`src/rtl/dma_pkg.sv`:
```
`timescale 1ns/1ps
// Package: shared types and register offsets for the auto-reload DMA channel.
// Assumes byte-wide registers addressed by a 4-bit offset.
package dma_pkg;

    // Pointer step selection after each moved byte
    typedef enum logic [1:0] {
        STEP_HOLD = 2'b00,
        STEP_INC  = 2'b01,
        STEP_DEC  = 2'b10,
        STEP_RSV  = 2'b11
    } step_e;

    // Transfer sequencer states
    typedef enum logic [1:0] {
        ST_IDLE = 2'b00,
        ST_RD   = 2'b01,
        ST_WR   = 2'b10
    } xfer_st_e;

    localparam int SEL_W = 4;
    localparam int NPTR_BYTES = 6;

    localparam logic [3:0] OFS_STEP   = 4'd0;
    localparam logic [3:0] OFS_CTRL   = 4'd1;
    localparam logic [3:0] OFS_SRC_LO = 4'd2;
    localparam logic [3:0] OFS_SRC_HI = 4'd3;
    localparam logic [3:0] OFS_DST_LO = 4'd4;
    localparam logic [3:0] OFS_DST_HI = 4'd5;
    localparam logic [3:0] OFS_CNT_LO = 4'd6;
    localparam logic [3:0] OFS_CNT_HI = 4'd7;
    localparam logic [3:0] OFS_STAT   = 4'd8;

endpackage

```
`src/rtl/dma_ptr.sv`:
```
`timescale 1ns/1ps
// Module: one pointer/count register with a shadow copy.
// Byte writes update both the live value and the shadow copy. A step moves
// the live value by the selected amount, and a reload copies the shadow into
// the live value. Assumes the writer never writes in the same cycle as a step
// or a reload. W must lie in 9..16.
module dma_ptr
    import dma_pkg::*;
#(
    parameter int W = 16
) (
    input  logic         clk,
    input  logic         rst_n,
    input  logic         wr_lo,
    input  logic         wr_hi,
    input  logic [7:0]   wdata,
    input  logic         step_en,
    input  step_e        step_mode,
    input  logic         reload,
    output logic [W-1:0] live
);
    localparam int HW = W - 8;
    localparam logic [W-1:0] ONE = W'(1);

    logic [W-1:0] shadow;
    logic [W-1:0] stepped;

    // Next value for one step in the selected direction
    always_comb begin
        case (step_mode)
            STEP_INC: stepped = live + ONE;
            STEP_DEC: stepped = live - ONE;
            default:  stepped = live;
        endcase
    end

    // Live and shadow update: reload, then step, then byte writes
    always_ff @(posedge clk) begin
        if (!rst_n) begin
            live   <= '0;
            shadow <= '0;
        end else if (reload) begin
            live <= shadow;
        end else if (step_en) begin
            live <= stepped;
        end else begin
            if (wr_lo) begin
                live[7:0]   <= wdata;
                shadow[7:0] <= wdata;
            end
            if (wr_hi) begin
                live[W-1:8]   <= wdata[HW-1:0];
                shadow[W-1:8] <= wdata[HW-1:0];
            end
        end
    end

endmodule

```
`src/rtl/dma_cfg_regs.sv`:
```
`timescale 1ns/1ps
// Module: register file for the channel.
// Holds the step modes, the enable, the request select, the interrupt enable
// and the sticky underflow flag. Decodes byte write strobes for the pointer
// registers and blocks them while a byte is in flight. Provides combinational
// readback. Assumes a write lasts one cycle.
module dma_cfg_regs
    import dma_pkg::*;
#(
    parameter int AW = 16
) (
    input  logic                  clk,
    input  logic                  rst_n,
    input  logic                  cfg_wr,
    input  logic [3:0]            cfg_addr,
    input  logic [7:0]            cfg_wdata,
    output logic [7:0]            cfg_rdata,
    input  logic                  busy,
    input  logic                  uf_evt,
    input  logic [AW-1:0]         src_live,
    input  logic [AW-1:0]         dst_live,
    input  logic [AW-1:0]         cnt_live,
    output step_e                 src_mode,
    output step_e                 dst_mode,
    output logic                  chan_en,
    output logic [SEL_W-1:0]      trig_sel,
    output logic                  latch_clr,
    output logic [NPTR_BYTES-1:0] ptr_wr,
    output logic                  uf_flag,
    output logic                  irq
);
    logic [3:0] step_q;
    logic       irq_en;
    logic       step_wr, ctrl_wr, stat_wr;

    assign step_wr   = cfg_wr && (cfg_addr == OFS_STEP);
    assign ctrl_wr   = cfg_wr && (cfg_addr == OFS_CTRL);
    assign stat_wr   = cfg_wr && (cfg_addr == OFS_STAT);
    assign latch_clr = ctrl_wr && cfg_wdata[6];
    assign src_mode  = step_e'(step_q[1:0]);
    assign dst_mode  = step_e'(step_q[3:2]);
    assign irq       = uf_flag && irq_en;

    // Byte write strobes for the six pointer bytes, blocked while busy
    for (genvar g = 0; g < NPTR_BYTES; g++) begin : g_ptr_wr
        localparam logic [3:0] OFS = OFS_SRC_LO + 4'(g);
        assign ptr_wr[g] = cfg_wr && !busy && (cfg_addr == OFS);
    end

    // Mode, control and interrupt-enable storage
    always_ff @(posedge clk) begin
        if (!rst_n) begin
            step_q   <= '0;
            chan_en  <= 1'b0;
            trig_sel <= '0;
            irq_en   <= 1'b0;
        end else begin
            if (step_wr) step_q <= cfg_wdata[3:0];
            if (ctrl_wr) begin
                chan_en  <= cfg_wdata[7];
                trig_sel <= cfg_wdata[SEL_W-1:0];
            end
            if (stat_wr) irq_en <= cfg_wdata[1];
        end
    end

    // Sticky underflow flag: set by the sequencer, cleared by writing zero
    always_ff @(posedge clk) begin
        if (!rst_n)                           uf_flag <= 1'b0;
        else if (uf_evt)                      uf_flag <= 1'b1;
        else if (stat_wr && !cfg_wdata[0])    uf_flag <= 1'b0;
    end

    // Readback multiplexer
    always_comb begin
        case (cfg_addr)
            OFS_STEP:   cfg_rdata = {4'b0, step_q};
            OFS_CTRL:   cfg_rdata = {chan_en, 3'b0, trig_sel};
            OFS_SRC_LO: cfg_rdata = src_live[7:0];
            OFS_SRC_HI: cfg_rdata = 8'(src_live >> 8);
            OFS_DST_LO: cfg_rdata = dst_live[7:0];
            OFS_DST_HI: cfg_rdata = 8'(dst_live >> 8);
            OFS_CNT_LO: cfg_rdata = cnt_live[7:0];
            OFS_CNT_HI: cfg_rdata = 8'(cnt_live >> 8);
            OFS_STAT:   cfg_rdata = {6'b0, irq_en, uf_flag};
            default:    cfg_rdata = 8'h00;
        endcase
    end

endmodule

```
`src/rtl/dma_trig_latch.sv`:
```
`timescale 1ns/1ps
// Module: request selection and sample latch.
// Picks one request line by the select code (k selects line k-1, 0 or out of
// range selects none). Sets the latch whenever that line is high, clears it
// when the sequencer takes a transfer, and lets a same-cycle request survive
// the take. A clear strobe empties the latch and drops any same-cycle request.
module dma_trig_latch
    import dma_pkg::*;
#(
    parameter int TRIG_N = 4
) (
    input  logic              clk,
    input  logic              rst_n,
    input  logic [TRIG_N-1:0] trig_req,
    input  logic [SEL_W-1:0]  trig_sel,
    input  logic              take,
    input  logic              clr,
    output logic              pending
);
    logic sel_req;

    // Request line multiplexer
    always_comb begin
        sel_req = 1'b0;
        for (int k = 0; k < TRIG_N; k++) begin
            if (trig_sel == SEL_W'(k + 1)) sel_req = trig_req[k];
        end
    end

    // Sample latch with take-clear and firmware clear
    always_ff @(posedge clk) begin
        if (!rst_n)   pending <= 1'b0;
        else if (clr) pending <= 1'b0;
        else          pending <= (pending && !take) || sel_req;
    end

endmodule

```
`src/rtl/dma_xfer_fsm.sv`:
```
`timescale 1ns/1ps
// Module: byte transfer sequencer.
// From idle it starts when enabled, a request is latched and the grant is
// high. It then holds a read at the source until ready and captures the
// byte. Next it holds a write of that byte at the destination until ready,
// and pulses done. Assumes the pointers do not change while busy.
module dma_xfer_fsm
    import dma_pkg::*;
#(
    parameter int AW = 16
) (
    input  logic          clk,
    input  logic          rst_n,
    input  logic          chan_en,
    input  logic          pending,
    input  logic          bus_grant,
    input  logic          mem_ready,
    input  logic [7:0]    mem_rdata,
    input  logic [AW-1:0] src_addr,
    input  logic [AW-1:0] dst_addr,
    output logic          take,
    output logic          done,
    output logic          busy,
    output logic [AW-1:0] mem_addr,
    output logic          mem_rd,
    output logic          mem_wr,
    output logic [7:0]    mem_wdata
);
    xfer_st_e   state;
    logic [7:0] data_q;

    assign take = (state == ST_IDLE) && chan_en && pending && bus_grant;
    assign done = (state == ST_WR) && mem_ready;
    assign busy = (state != ST_IDLE);

    // Sequencer state and read-data capture
    always_ff @(posedge clk) begin
        if (!rst_n) begin
            state  <= ST_IDLE;
            data_q <= '0;
        end else begin
            case (state)
                ST_IDLE: if (take) state <= ST_RD;
                ST_RD: if (mem_ready) begin
                    data_q <= mem_rdata;
                    state  <= ST_WR;
                end
                ST_WR: if (mem_ready) state <= ST_IDLE;
                default: state <= ST_IDLE;
            endcase
        end
    end

    // Memory port drive from the current state
    always_comb begin
        mem_rd    = (state == ST_RD);
        mem_wr    = (state == ST_WR);
        mem_addr  = '0;
        mem_wdata = '0;
        if (state == ST_RD) mem_addr = src_addr;
        if (state == ST_WR) begin
            mem_addr  = dst_addr;
            mem_wdata = data_q;
        end
    end

endmodule

```
`src/rtl/dma_reload_chan.sv`:
```
`timescale 1ns/1ps
// Module: top of the single byte DMA channel with auto-reload.
// Joins the register file, the request latch, the sequencer and three
// shadowed pointer registers. After each byte the pointers step and the count
// decrements. A byte moved at count zero is an underflow: it reloads all
// three registers from their shadows and sets the sticky flag.
module dma_reload_chan
    import dma_pkg::*;
#(
    parameter int AW     = 16,
    parameter int TRIG_N = 4
) (
    input  logic              clk,
    input  logic              rst_n,
    input  logic              cfg_wr,
    input  logic [3:0]        cfg_addr,
    input  logic [7:0]        cfg_wdata,
    output logic [7:0]        cfg_rdata,
    input  logic [TRIG_N-1:0] trig_req,
    input  logic              bus_grant,
    output logic [AW-1:0]     mem_addr,
    output logic              mem_rd,
    output logic              mem_wr,
    output logic [7:0]        mem_wdata,
    input  logic [7:0]        mem_rdata,
    input  logic              mem_ready,
    output logic              uf_flag,
    output logic              irq
);
    step_e                 src_mode, dst_mode;
    logic                  chan_en, latch_clr, pending;
    logic [SEL_W-1:0]      trig_sel;
    logic [NPTR_BYTES-1:0] ptr_wr;
    logic                  take, done, busy, uf_evt, step_en;
    logic [AW-1:0]         src_live, dst_live, cnt_live;

    assign uf_evt  = done && (cnt_live == '0);
    assign step_en = done && !uf_evt;

    dma_cfg_regs #(.AW(AW)) i_regs (
        .clk(clk), .rst_n(rst_n), .cfg_wr(cfg_wr), .cfg_addr(cfg_addr),
        .cfg_wdata(cfg_wdata), .cfg_rdata(cfg_rdata), .busy(busy),
        .uf_evt(uf_evt), .src_live(src_live), .dst_live(dst_live),
        .cnt_live(cnt_live), .src_mode(src_mode), .dst_mode(dst_mode),
        .chan_en(chan_en), .trig_sel(trig_sel), .latch_clr(latch_clr),
        .ptr_wr(ptr_wr), .uf_flag(uf_flag), .irq(irq)
    );

    dma_trig_latch #(.TRIG_N(TRIG_N)) i_latch (
        .clk(clk), .rst_n(rst_n), .trig_req(trig_req), .trig_sel(trig_sel),
        .take(take), .clr(latch_clr), .pending(pending)
    );

    dma_xfer_fsm #(.AW(AW)) i_fsm (
        .clk(clk), .rst_n(rst_n), .chan_en(chan_en), .pending(pending),
        .bus_grant(bus_grant), .mem_ready(mem_ready), .mem_rdata(mem_rdata),
        .src_addr(src_live), .dst_addr(dst_live), .take(take), .done(done),
        .busy(busy), .mem_addr(mem_addr), .mem_rd(mem_rd), .mem_wr(mem_wr),
        .mem_wdata(mem_wdata)
    );

    dma_ptr #(.W(AW)) i_src (
        .clk(clk), .rst_n(rst_n), .wr_lo(ptr_wr[0]), .wr_hi(ptr_wr[1]),
        .wdata(cfg_wdata), .step_en(step_en), .step_mode(src_mode),
        .reload(uf_evt), .live(src_live)
    );

    dma_ptr #(.W(AW)) i_dst (
        .clk(clk), .rst_n(rst_n), .wr_lo(ptr_wr[2]), .wr_hi(ptr_wr[3]),
        .wdata(cfg_wdata), .step_en(step_en), .step_mode(dst_mode),
        .reload(uf_evt), .live(dst_live)
    );

    dma_ptr #(.W(AW)) i_cnt (
        .clk(clk), .rst_n(rst_n), .wr_lo(ptr_wr[4]), .wr_hi(ptr_wr[5]),
        .wdata(cfg_wdata), .step_en(step_en), .step_mode(STEP_DEC),
        .reload(uf_evt), .live(cnt_live)
    );

endmodule

```
`config.mk`:
```
export PLATFORM = sky130hd
export DESIGN_NAME = dma_reload_chan
export DESIGN_NICKNAME = d
export VERILOG_FILES = /design/src/rtl/dma_pkg.sv /design/src/rtl/dma_ptr.sv /design/src/rtl/dma_cfg_regs.sv /design/src/rtl/dma_trig_latch.sv /design/src/rtl/dma_xfer_fsm.sv /design/src/rtl/dma_reload_chan.sv
export SDC_FILE = /design/constraint.sdc
export NUM_CORES = 1
export LEC_CHECK = 0
export CORE_ASPECT_RATIO = 1.4
export CORE_MARGIN = 2
export CORE_UTILIZATION = 55
export CTS_CLUSTER_DIAMETER = 40
export CTS_CLUSTER_SIZE = 12
export DETAILED_ROUTE_END_ITERATION = 16
export GPL_ROUTABILITY_DRIVEN = 1
export GPL_TIMING_DRIVEN = 0
export MAX_ROUTING_LAYER = met4
export PLACE_DENSITY = 0.81
export RECOVER_POWER = 50
export SLEW_MARGIN = 20
export SYNTH_ARGS = -nofsm -noshare
export SYNTH_HDL_FRONTEND = slang
export SYNTH_HIERARCHICAL = 1
export SYNTH_SLANG_ARGS = --single-unit
```
`constraint.sdc`:
```
create_clock -name clk -period 2.8 [get_ports clk]
set_input_delay 0.7 -clock clk [delete_from_list [all_inputs] [get_ports clk]]
set_output_delay 0.7 -clock clk [all_outputs]
set_load 0.01 [all_outputs]
```
Word-level counts from Yosys, hierarchy flattened:

Cells that the tools add are included.

* flip-flop bits (word level): 118
* word-level logic and storage cells: 128

* add/sub/neg operators: 5
* eq/ne operators: 23
* multiplexer cells: 28
* bitwise operators: 3
* reductions and logical operators: 49

Operator list (count)
* $mux W16: 8
* $pmux W8 S9: 1
* $pmux W16 S2: 2
* $mux W8: 7
* $sub A16 B1 Y16 const B: 3
* $add A16 B1 Y16 const B: 2
* $reduce_and A3 Y1: 7
* $eq A4 B3 Y1 const B: 5
* $logic_and A1 B1 Y1: 20
* $reduce_bool A3 Y1: 6
* $eq A4 B2 Y1 const B: 4
* $logic_not A16 Y1: 1
* $reduce_and A2 Y1: 5
* $eq A4 B1 Y1 const B: 2
* $ne A4 B4 Y1 const B: 2
* $eq A2 B1 Y1 const B: 3
* $eq A2 B2 Y1 const B: 3
* $mux W1: 6
* $mux W2: 3
* $pmux W2 S3: 1
* $eq A4 B4 Y1 const B: 1
* $logic_not A1 Y1: 4
* $logic_not A4 Y1: 1
* $ne A2 B1 Y1 const B: 2
* 6 further kinds: 9

Depth between registers and ports, before layout:

* depth after elaboration: 7
* gate-level depth with buffers: 14
* depth with buffers taken out: 10

Modules after synthesis:

Netlist, hierarchy kept.

By module, submodules not included
* dma_ptr at i_dst ...: instances 2, cells each 354, area each 2712.6 um2
* dma_ptr at i_cnt: instances 1, cells each 353, area each 2608.8 um2
* dma_cfg_regs: instances 1, cells each 125, area each 1062.3 um2
* dma_xfer_fsm: instances 1, cells each 78, area each 691.9 um2
* dma_trig_latch: instances 1, cells each 9, area each 98.8 um2
* dma_reload_chan: instances 1, cells each 10, area each 58.8 um2

Least setup slack after synthesis:

Ideal clock, no wire load.

* path type: flip-flop to flip-flop
* start point: reg i_regs.step_q[0]
* end point: reg i_src.live[14]
* setup time: 124 ps
* arrival time: 2659 ps
* data required time: 2676 ps
* slack: 18 ps
* cell stages (with the launch flop): 14
* path buffers: 3
* cell sequence: dfxtp_1 inv_1 ha_1 buf_4 buf_2 buf_4 xor2_1 ha_1 or3_4 a21oi_4 o31ai_2 o31a_2 xnor2_1 o22ai_1

* word-level cells in the longest chain between the ends: 4
* elaborated cells on any way between the ends: 7

Ends and longest elaborated chain
* from (decl): RTL line dma_cfg_regs.sv:32 `logic [3:0] step_q;`
* from (signal assigned): RTL line dma_cfg_regs.sv:58 `if (step_wr) step_q <= cfg_wdata[3:0];`
* $eq A2 B2 Y1 or $eq A2 B1 Y1 (tied branches): RTL line dma_ptr.sv:30 `case (step_mode)`
* $pmux W16 S2: RTL line dma_ptr.sv:30
* $mux W16: RTL line dma_ptr.sv:44 `end else if (step_en) begin`
* $mux W16: RTL line dma_ptr.sv:42 `end else if (reload) begin`
* to (signal assigned): RTL line dma_ptr.sv:43 `live <= shadow;`
* to (signal assigned): RTL line dma_ptr.sv:45 `live <= stepped;`
* to (signal, indexed assignment): RTL line dma_ptr.sv:52 `live[W-1:8] <= wdata[HW-1:0];`
* to (decl): RTL line dma_ptr.sv:20 `output logic [W-1:0] live`

Several ways; a longest one is shown, not always the timed one.
A chain may end at the register's enable or synchronous reset.

Worst setup path in the final report:

* start point: in cfg_addr[2]
* end point: out cfg_rdata[0]

* word-level cells in the longest chain between the ends: 2
* elaborated cells on any way between the ends: 10

Ends and longest elaborated chain
* from (decl): RTL line dma_reload_chan.sv:16 `input logic [3:0] cfg_addr,`
* $eq A4 B4 Y1, or another cell as far along: RTL line dma_cfg_regs.sv:76 `case (cfg_addr)`
* $pmux W8 S9 (*): RTL line dma_cfg_regs.sv:76
* to (decl): RTL line dma_reload_chan.sv:18 `output logic [7:0] cfg_rdata,`

Mark *: on every way between the ends. The rest lies on a longest branch, timed or not.

==> flow_summary.toml <==
[synth]
synth_largest_area_cell = "dfxtp_1"
async_flop_share_pct = 0
seq_area_frac_synth_pct = 23.8
synth_cells = 1283
ys_ff_latch = 118
yosysMostFrequentCell = "nand2_1"
synth.yosys.warnings = 6
synth_common_cells = "137 x nand2_1, 118 x dfxtp_1, 112 x nor2_1"
synth_area_per_cell_um2 = 7.75
synth_edf_count = 0
netlist.area_leader.share_pct = 23.8
synth_area_mm2 = 0.00995
synth_ff_type = "dfxtp_1"
synth_area_leaders = "dfxtp_1 24%, nand2_1 5.2%, a21oi_1 5.1%"
synth_cell_types = 98

[cells_and_area]
fillCellCount = 1479
fin_cells = 1646
multi_input_area_mm2 = 0.00714
fin_nets = 1431
n_antenna_cell = 0
drive_gt1_share_pct = 20.8
seq_area_mm2 = 0.00237
area_growth_syn_to_layout_pct = 21.8

[sta]
clock_skew_ns = 0.0109
tns_ns = 0
finalMaxSlewViolations = 0
finalHoldViolations = 0
whs_ns = 0.453
max_slew.worst_pin.slew_ns = 1.05
setup_viol = 0
slew_headroom_pct = 30.0
fmax_mhz = 359
min_period_ns = 2.78
period_share_pct = 99.4

[power_and_ir_drop]
vdd.ir_drop.worst_mv = 0.299
internal_power_w = 0.00326
combinationalPowerShare_pct = 12.5
p_per_area_mw_per_mm2 = 372
power.leakage_nw = 4.51
seqPwrFrac_pct = 38.4
clock_power_share_pct = 49.1
switching_share_pct = 27.6
switching_power_w = 0.00124

[detailed_routing]
wirelength_mm = 36.0
vias = 10895
drc = 0
dr.pass1.iters = 6
vias_per_cell = 6.62
ant_nets = 0
drtIter0Drc = 1380
wl_per_cell_um = 21.9

[place]
dp_cells = 1588
dp_hpwl_mm = 25.6
port_buffers = 64
routabilityCongestion = 1.07

[global_route]
antenna_found_initial = 0
grt_usage_pct = 37.2
grt_overflow = 0
grt_pass1_vias = 10005
grt_max_degree = 20
grt_pass1_wl_mm = 55.2

[die]
ios = 65
die_x_um = 118
die_y_um = 163
start_util_pct = 55.7
fp.coreArea_mm2 = 0.0179
dieArea_mm2 = 0.0192
placementRows = 58

[clocking]
clockBufferDepth = 2
clk_pin_slew_ns = 0.06
h-tree-depth = 4
cts_tree = "built"
cts-root-buf = "clkbuf_16"
cts_buffers = 17
clock_latency_ns = 0.43
clock-sinks = 118
postCtsHoldBufs = 0

[critical_path]
crit_required_ns = 2.10
path_class = "primary input to primary output"
r2r_cells = 13
critPathLaunchType = "primary input"
crit_arrival_ns = 2.08
crit_fanout = 6
crit_path_end_kind = "primary output"

[worst_hold_path]
hp-class = "flop to flop"
hold_depth = 2

[outcome]
status = "finished, final reports clean"

[flow_run]
cap_violations = 0
-- area by class of cell --
| type | instances | area share (%) |
|---|---|---|
| multi-input cells | 1020 | 58.9 |
| inverters | 32 | 1.01 |
| plain buffers | 111 | 6.01 |
| well taps | 240 | 2.48 |
| clock buffers | 17 | 3.51 |
| clock inverters | 15 | 1.37 |
| repair buffers | 93 | 7.14 |
| flip-flops and latches | 118 | 19.6 |
-- layer usage --
| metal | vias to the layer above | part of all wire (%) | track usage [%] |
|---|---|---|---|
| met5 | - | 0 | - |
| met4 | 0 | 7.1 | 23.9 |
| met3 | 195 | 9.1 | 5.69 |
| met2 | 728 | 46 | 59.8 |
| met1 | 5047 | 38 | 43.5 |
| li1 | 4925 | - | - |
-- sequential cells by signal, indices dropped and copies added (netlist names) --
signal,cells
i_src/live,16
i_regs/trig_sel,4
i_fsm/data_q,8
i_regs/chan_en,1
i_cnt/live,16
i_src/shadow,16
i_regs/irq_en,1
i_regs/uf_flag,1
i_latch/pending,1
i_dst/shadow,16
i_dst/live,16
i_regs/step_q,4
i_fsm/state,2
i_cnt/shadow,16
-- cells by family (layout without fill, tap and decap cells) --
group | count (synthesis) | count (layout) | share of synthesized area [%]
other cells | 2 | 3 | 0.0755
simple gates | 490 | 490 | 25.6
mux | 69 | 69 | 7.55
flops | 118 | 118 | 23.8
fa+ha+maj | 9 | 9 | 1.13
compound gates | 389 | 389 | 29.0
xor+xnor | 60 | 60 | 5.28
buf+inv | 146 | 268 | 7.66
-- per-stage QoR --
stage	util, %	worst slack, ns	cell area (um2)	power, W
final	67.9	0.0166	12100	0.00450
after global routing	67.9	-0.0555	12100	0.00461
after CTS	66.0	-0.0230	11800	0.00444
after detailed placement	61.0	-1.03	10900	0.00225
after global placement	61.0	-1.01	10900	0.00224
after floorplan	-	0.0177	9950	0.00208
-- power groups by stage --
stage	Clock [W]	Combinational (W)	Sequential, W
6_report	0.00221	0.000563	0.00173
5_1_grt	0.00229	0.000595	0.00173
3_5_place_dp	0	0.000483	0.00176
2_1_floorplan	0	0.000325	0.00175
3_3_place_gp	0	0.000477	0.00176
4_1_cts	0.00221	0.000510	0.00173
-- final timing paths --
path	start	endpoint	slack, ns
min reg2reg	i_fsm/data_q[6]$_SDFFE_PN0P_	i_fsm/data_q[6]$_SDFFE_PN0P_	0.45
max reg2reg	i_regs/step_q[0]$_SDFFE_PN0P_	i_src/live[8]$_SDFFE_PN0P_	0.06
min	i_fsm/data_q[6]$_SDFFE_PN0P_	i_fsm/data_q[6]$_SDFFE_PN0P_	0.45
max	cfg_addr[2]	cfg_rdata[0]	0.02
-- placed cells by master, fill, tap and decap left out, drive strengths merged, types with 10 or more instances in the layout --
| cell | Yosys | layout |
|---|---|---|
| nor2b | 36 | 36 |
| a221oi | 11 | 11 |
| o21ai | 64 | 64 |
| dfxtp | 118 | 118 |
| nor2 | 112 | 112 |
| and4b | 14 | 14 |
| a31oi | 14 | 14 |
| inv | 32 | 40 |
| a31o | 10 | 10 |
| clkbuf | 49 | 65 |
| clkdlybuf4s50 | 0 | 43 |
| and3 | 18 | 18 |
| mux2 | 16 | 16 |
| xor2 | 20 | 20 |
| and2 | 22 | 22 |
| xnor2 | 40 | 40 |
| o22ai | 16 | 16 |
| a21oi | 107 | 107 |
| a32oi | 12 | 12 |
| nand2b | 15 | 15 |
| nor3 | 36 | 36 |
| a22oi | 11 | 11 |
| nand2 | 137 | 137 |
| mux2i | 51 | 51 |
| or3 | 16 | 16 |
| nand3 | 32 | 32 |
| buf | 65 | 97 |
| a22o | 19 | 19 |
| o21a | 11 | 11 |
-- what timing repair did --
action	4_1_cts	5_1_grt
endpoints found under the setup margin	98	103
pin swaps	6	15
gates cloned	1	0
setup buffers	8	20
gates resized for setup	96	68
-- worst max-delay path: stages --
cell,delay [ns]
buf_2,0.17
buf_2,0.22
and2b_2,0.23
a22oi_1,0.08
o32a_1,0.23
a31oi_2,0.26
buf_2,0.18
No activity file was read; power rests on OpenSTA's default activity.
